### src/rtl/bw_pkg.sv
package bw_pkg;
  // three-input majority: the only logic primitive besides inversion
  function automatic logic maj3(input logic x, input logic y, input logic z);
    return (x & y) | (x & z) | (y & z);
  endfunction
endpackage

### src/rtl/bw_maj_fa.sv
module bw_maj_fa
  import bw_pkg::*;
(
  input  logic x_i,
  input  logic y_i,
  input  logic c_i,
  output logic s_o,
  output logic co_o
);
  logic inner;
  assign co_o  = maj3(x_i, y_i, c_i);
  assign inner = maj3(x_i, y_i, ~c_i);
  assign s_o   = maj3(~co_o, c_i, inner);
endmodule

### src/rtl/bw_pp_row.sv
module bw_pp_row
  import bw_pkg::*;
#(
  parameter int W   = 4,
  parameter int ROW = 0,
  localparam int PW = 2 * W
) (
  input  logic [W-1:0]  a_i,
  input  logic          bj_i,
  input  logic          sgn_i,
  output logic [PW-1:0] row_o
);
  logic [W-1:0] term;
  for (genvar i = 0; i < W; i++) begin : g_bit
    // AND as majority with a grounded input; invert mixed sign-bit terms
    localparam bit MIXED = (i == W - 1) != (ROW == W - 1);
    if (MIXED) begin : g_mix
      assign term[i] = maj3(a_i[i], bj_i, 1'b0) ^ sgn_i;
    end else begin : g_plain
      assign term[i] = maj3(a_i[i], bj_i, 1'b0);
    end
  end
  assign row_o = PW'({{W{1'b0}}, term} << ROW);
endmodule

### src/rtl/bw_csa_row.sv
module bw_csa_row #(
  parameter int PW = 8
) (
  input  logic [PW-1:0] x_i,
  input  logic [PW-1:0] y_i,
  input  logic [PW-1:0] z_i,
  output logic [PW-1:0] s_o,
  output logic [PW-1:0] c_o
);
  logic [PW-1:0] co;
  for (genvar i = 0; i < PW; i++) begin : g_fa
    bw_maj_fa u_fa (.x_i(x_i[i]), .y_i(y_i[i]), .c_i(z_i[i]), .s_o(s_o[i]), .co_o(co[i]));
  end
  // carries move up one weight; the top carry falls outside the product
  assign c_o = {co[PW-2:0], 1'b0};
endmodule

### src/rtl/bw_ripple.sv
module bw_ripple #(
  parameter int PW = 8
) (
  input  logic [PW-1:0] x_i,
  input  logic [PW-1:0] y_i,
  output logic [PW-1:0] s_o
);
  logic [PW:0] cy;
  assign cy[0] = 1'b0;
  for (genvar i = 0; i < PW; i++) begin : g_fa
    bw_maj_fa u_fa (.x_i(x_i[i]), .y_i(y_i[i]), .c_i(cy[i]), .s_o(s_o[i]), .co_o(cy[i+1]));
  end
endmodule

### src/rtl/bw_mult.sv
module bw_mult #(
  parameter int W = 4
) (
  input  logic           clk_i,
  input  logic           rst_ni,
  input  logic           valid_i,
  input  logic           signed_i,
  input  logic [W-1:0]   a_i,
  input  logic [W-1:0]   b_i,
  output logic           valid_o,
  output logic [2*W-1:0] prod_o
);
  localparam int PW  = 2 * W;
  localparam int NST = W - 1;
  localparam logic [PW-1:0] CORR = PW'((1 << W) | (1 << (PW - 1)));

  logic [W-1:0]  a_q [NST];
  logic [W-1:0]  b_q [NST];
  logic          sg_q[NST];
  logic          v_q [NST];
  logic [PW-1:0] s_q [NST];
  logic [PW-1:0] c_q [NST];

  for (genvar k = 0; k < NST; k++) begin : g_st
    logic [PW-1:0] x, y, z, s_d, c_d;
    logic [W-1:0]  a_src, b_src;
    logic          sg_src, v_src;

    if (k == 0) begin : g_first
      assign a_src  = a_i;
      assign b_src  = b_i;
      assign sg_src = signed_i;
      assign v_src  = valid_i;
      bw_pp_row #(.W(W), .ROW(0)) u_pp0 (.a_i(a_i), .bj_i(b_i[0]), .sgn_i(signed_i), .row_o(x));
      bw_pp_row #(.W(W), .ROW(1)) u_pp1 (.a_i(a_i), .bj_i(b_i[1]), .sgn_i(signed_i), .row_o(y));
      assign z = signed_i ? CORR : '0;
    end else begin : g_next
      assign a_src  = a_q[k-1];
      assign b_src  = b_q[k-1];
      assign sg_src = sg_q[k-1];
      assign v_src  = v_q[k-1];
      assign x      = s_q[k-1];
      assign y      = c_q[k-1];
      bw_pp_row #(.W(W), .ROW(k + 1)) u_pp (.a_i(a_q[k-1]), .bj_i(b_q[k-1][k+1]),
                                           .sgn_i(sg_q[k-1]), .row_o(z));
    end

    bw_csa_row #(.PW(PW)) u_csa (.x_i(x), .y_i(y), .z_i(z), .s_o(s_d), .c_o(c_d));

    always_ff @(posedge clk_i or negedge rst_ni) begin
      if (!rst_ni) begin
        a_q[k]  <= '0;
        b_q[k]  <= '0;
        sg_q[k] <= 1'b0;
        v_q[k]  <= 1'b0;
        s_q[k]  <= '0;
        c_q[k]  <= '0;
      end else begin
        a_q[k]  <= a_src;
        b_q[k]  <= b_src;
        sg_q[k] <= sg_src;
        v_q[k]  <= v_src;
        s_q[k]  <= s_d;
        c_q[k]  <= c_d;
      end
    end
  end

  logic [PW-1:0] sum_d;
  bw_ripple #(.PW(PW)) u_cpa (.x_i(s_q[NST-1]), .y_i(c_q[NST-1]), .s_o(sum_d));

  always_ff @(posedge clk_i or negedge rst_ni) begin
    if (!rst_ni) begin
      valid_o <= 1'b0;
      prod_o  <= '0;
    end else begin
      valid_o <= v_q[NST-1];
      prod_o  <= sum_d;
    end
  end
endmodule

### config.mk
export PLATFORM = sky130hd
export DESIGN_NAME = bw_mult
export DESIGN_NICKNAME = d
export VERILOG_FILES = /design/src/rtl/bw_pkg.sv /design/src/rtl/bw_maj_fa.sv /design/src/rtl/bw_pp_row.sv /design/src/rtl/bw_csa_row.sv /design/src/rtl/bw_ripple.sv /design/src/rtl/bw_mult.sv
export SDC_FILE = /design/constraint.sdc
export NUM_CORES = 1
export LEC_CHECK = 0
export BUFFER_PORTS_ARGS = -buffer_cell sky130_fd_sc_hd__buf_4
export CORE_UTILIZATION = 40
export DETAILED_ROUTE_END_ITERATION = 8
export GPL_TIMING_DRIVEN = 0
export SLEW_MARGIN = 10
export SYNTH_ARGS = -nofsm -noshare
export SYNTH_HDL_FRONTEND = slang
export SYNTH_SLANG_ARGS = --single-unit
### constraint.sdc
create_clock -name clk_i -period 5.4 [get_ports clk_i]
set_clock_uncertainty 0.05 [all_clocks]
set_input_delay 0.54 -clock clk_i [delete_from_list [all_inputs] [get_ports clk_i]]
set_output_delay 0.54 -clock clk_i [all_outputs]
set_load 0.05 [all_outputs]
==> results by group <==
Critical path
  • Crit. End Element: register
  • Crit-path slowest cell: fa_1
  • Critical R2R Launch: s_q[4]$_DFF_PN0_
  • R2R Path End: prod_o[7]$_DFF_PN0_
  • Startpoint Class: register
  • Worst R2R Setup Slack: 3510 ps
  • CP Class: register to register
  • CP top delay family: adder cells
  • Most frequent CP cell: inv_1
  • Worst path arrival time: 2080 ps
  • Cell Chain, Critical Path: ha_1, inv_1, fa_1, inv_1, fa_1, inv_1, fa_1, inv_1
  • CP peak stage delay: 410 ps
  • CP Buf/Inv Count: 4
  • R2R depth: 8
  • Crit-path max FO: 2
  • Crit path required time: 5590 ps

Synth
  • Ranking of synthesized cells by area: dfrtp_1 (68%), fa_1 (16%), inv_1 (5.2%), ha_1 (4.2%), and2_1 (3.0%)
  • Syn_area_per_cell: 15.8 um2
  • Register area share after synthesis: 0.675
  • Share of the synthesized area in the top cell type: 0.675
  • Synth area leader: dfrtp_1
  • Post-Syn Area: 0.00208 mm2
  • Post-Synthesis Cells: 131
  • Synth Warn #: 0
  • Syn_nets: 167
  • #FFs+latches synth: 56
  • Count of cell types in the netlist: 8

STA
  • Slew @ Worst Pin: 655 ps
  • Final period utilization: 0.350
  • Slew Viols, Final: 0
  • Count of final hold-check violations: 0
  • Rel. slew slack: 0.564
  • Unrepaired setup endpoints after global routing: no
  • Final setup fails: 0
  • F_max: 529 MHz
  • Sum Neg Setup Slack: 0 ps
  • Setup slack after layout: 3510 ps
  • Post-route minimum period: 1890 ps

Run
  • Max-Cap Viols: 0

Drt
  • DR pass1 iterations: 4
  • DR vias: 904
  • Vias per inst: 4.00
  • Avg WL per Cell: 10.0 um
  • DRT antenna net count: 0
  • Number of remaining DRC errors: 0
  • First-iteration detailed-routing DRC count: 22
  • Routed wire length: 2270 um

Power and ir drop
  • Leakage power: 1.19 nW
  • Switching Share: 0.301
  • Peak supply drop: 144 uV
  • Clock share of power: 0.245
  • P_int: 638 uW
  • PwrDens: 380 mW/mm2
  • Seq pwr share: 0.551
  • Switching power: 274 uW
  • Gate power share: 0.204

Global route
  • Vias in the first global route: 931
  • Global-route wire length before repair: 3930 um
  • Global route overflow: 0
  • GR Util All Layers: 0.0989
  • Initial antenna violation count: 0
  • Largest net degree at the start of global routing: 57

Clock network
  • CTS root buf: clkbuf_8
  • Num CTS Buffers: 5
  • # hold bufs at CTS: 0
  • Reg clk slew, reported paths: 90 ps
  • Setup bufs post-CTS: 0
  • CTS tree: done
  • CTS HTree Levels: 2
  • CTS Buffer Depth: 2
  • Worst skew pair latency: 290 ps
  • Post-cts resize count: 0
  • CTS Sinks: 56

Finish
  • Fill cell count: 412
  • Layout cells sized above 1: 0.176
  • Sequential Area: 0.00140 mm2
  • Synthesis-to-finish area growth: 15.7%
  • Net count, final: 194
  • Core Util, Final: 0.495
  • Multi-input gate area: 566 um2
  • N_diodes: 0

Hold path
  • Hold Path Class: input port to asynchronous set/reset pin

Die
  • Std cell rows: 25
  • # IOs: 21
  • Die X: 74.0 um
  • Core Footprint: 0.00485 mm2
  • Initial Util: 0.428
  • Die ar.: 0.00548 mm2
  • Chip Height: 74.0 um

Placed design
  • GPL Wtd Cong: 0.676
  • PortBufs: 20
  • Hpwl dp: 1670 um
  • Place WS: 3510 ps

Status
  • Status: completed
==> worst max path at each step <==
stage | from | end | slack, ps | cells past startpoint
finish | s_q[4]$_DFF_PN0_ | prod_o[7]$_DFF_PN0_ | 3510 | 8
global route | s_q[4]$_DFF_PN0_ | prod_o[7]$_DFF_PN0_ | 3400 | 8
CTS | s_q[4]$_DFF_PN0_ | prod_o[7]$_DFF_PN0_ | 3490 | 8
detailed placement | s_q[4]$_DFF_PN0_ | prod_o[7]$_DFF_PN0_ | 3510 | 8
global placement | s_q[4]$_DFF_PN0_ | prod_o[7]$_DFF_PN0_ | 3560 | 8
floorplan | s_q[4]$_DFF_PN0_ | prod_o[7]$_DFF_PN0_ | 3610 | 8
==> sequential cells by signal, summed over array words and instances, names as in the netlist, 2 cells and up <==
register,flops
g_st.x,13
g_st.a_src,8
g_st.y,8
prod_o,8
s_q,8
c_q,4
g_st.b_src,3
g_st.v_src,2
==> power groups by stage <==
stage	Combinational (mW)	Sequential (mW)	Clock (mW)
after floorplan	0.0544	0.581	0
after global placement	0.184	0.510	0
after detailed placement	0.190	0.513	0
after CTS	0.192	0.504	0.236
after global routing	0.209	0.509	0.254
final	0.186	0.503	0.223
==> cell usage after synthesis <==
| cell | count |
|---|---|
| dfrtp_1 | 56 |
| xor2_1 | 3 |
| fa_1 | 17 |
| inv_1 | 29 |
| nand2_1 | 6 |
| ha_1 | 7 |
| and2_1 | 10 |
| xnor2_1 | 3 |
==> per-layer routing <==
| metal | up-vias | GRT usage | part of all wire |
|---|---|---|---|
| met5 | - | 0 | 0 |
| met4 | 0 | 0.0513 | 0.023 |
| met3 | 5 | 0.0325 | 0.051 |
| met2 | 20 | 0.183 | 0.55 |
| met1 | 469 | 0.0978 | 0.37 |
| li1 | 410 | - | - |
==> layout make-up <==
class	count	share of cell area
sequential	56	0.583
multi-input combinational	46	0.235
timing repair buffer	20	0.0625
inverter	29	0.0453
tap	67	0.0349
clock buffer	6	0.0344
clock inverter	2	0.00417
==> kinds of logic after synthesis <==
kind of cell  after synthesis  synth area share
flops                      56             0.675
xor+xnor                    6            0.0253
simple gates               16            0.0410
fa+ha+maj                  24             0.206
buf+inv                    29            0.0524
==> metrics by stage <==
step / cells / power (mW) / hold slack (ps) / instance area (um2)
finish: 226 / 0.912 / 208 / 2400
global route: 226 / 0.972 / 273 / 2400
CTS: 226 / 0.932 / 243 / 2400
detailed placement: 218 / 0.703 / 285 / 2310
global placement: 218 / 0.694 / 282 / 2310
floorplan: 131 / 0.635 / 194 / 2080
==> cell usage in the layout, fill, tap and decap left out <==
cell type,netlist,final
dfrtp_1,56,56
inv_1,29,29
buf_4,0,20
fa_1,17,17
and2_1,10,10
ha_1,7,7
nand2_1,6,6
clkbuf_8,0,6
xor2_1,3,3
xnor2_1,3,3
clkinv_2,0,2
(Power assumes the default switching activity.)
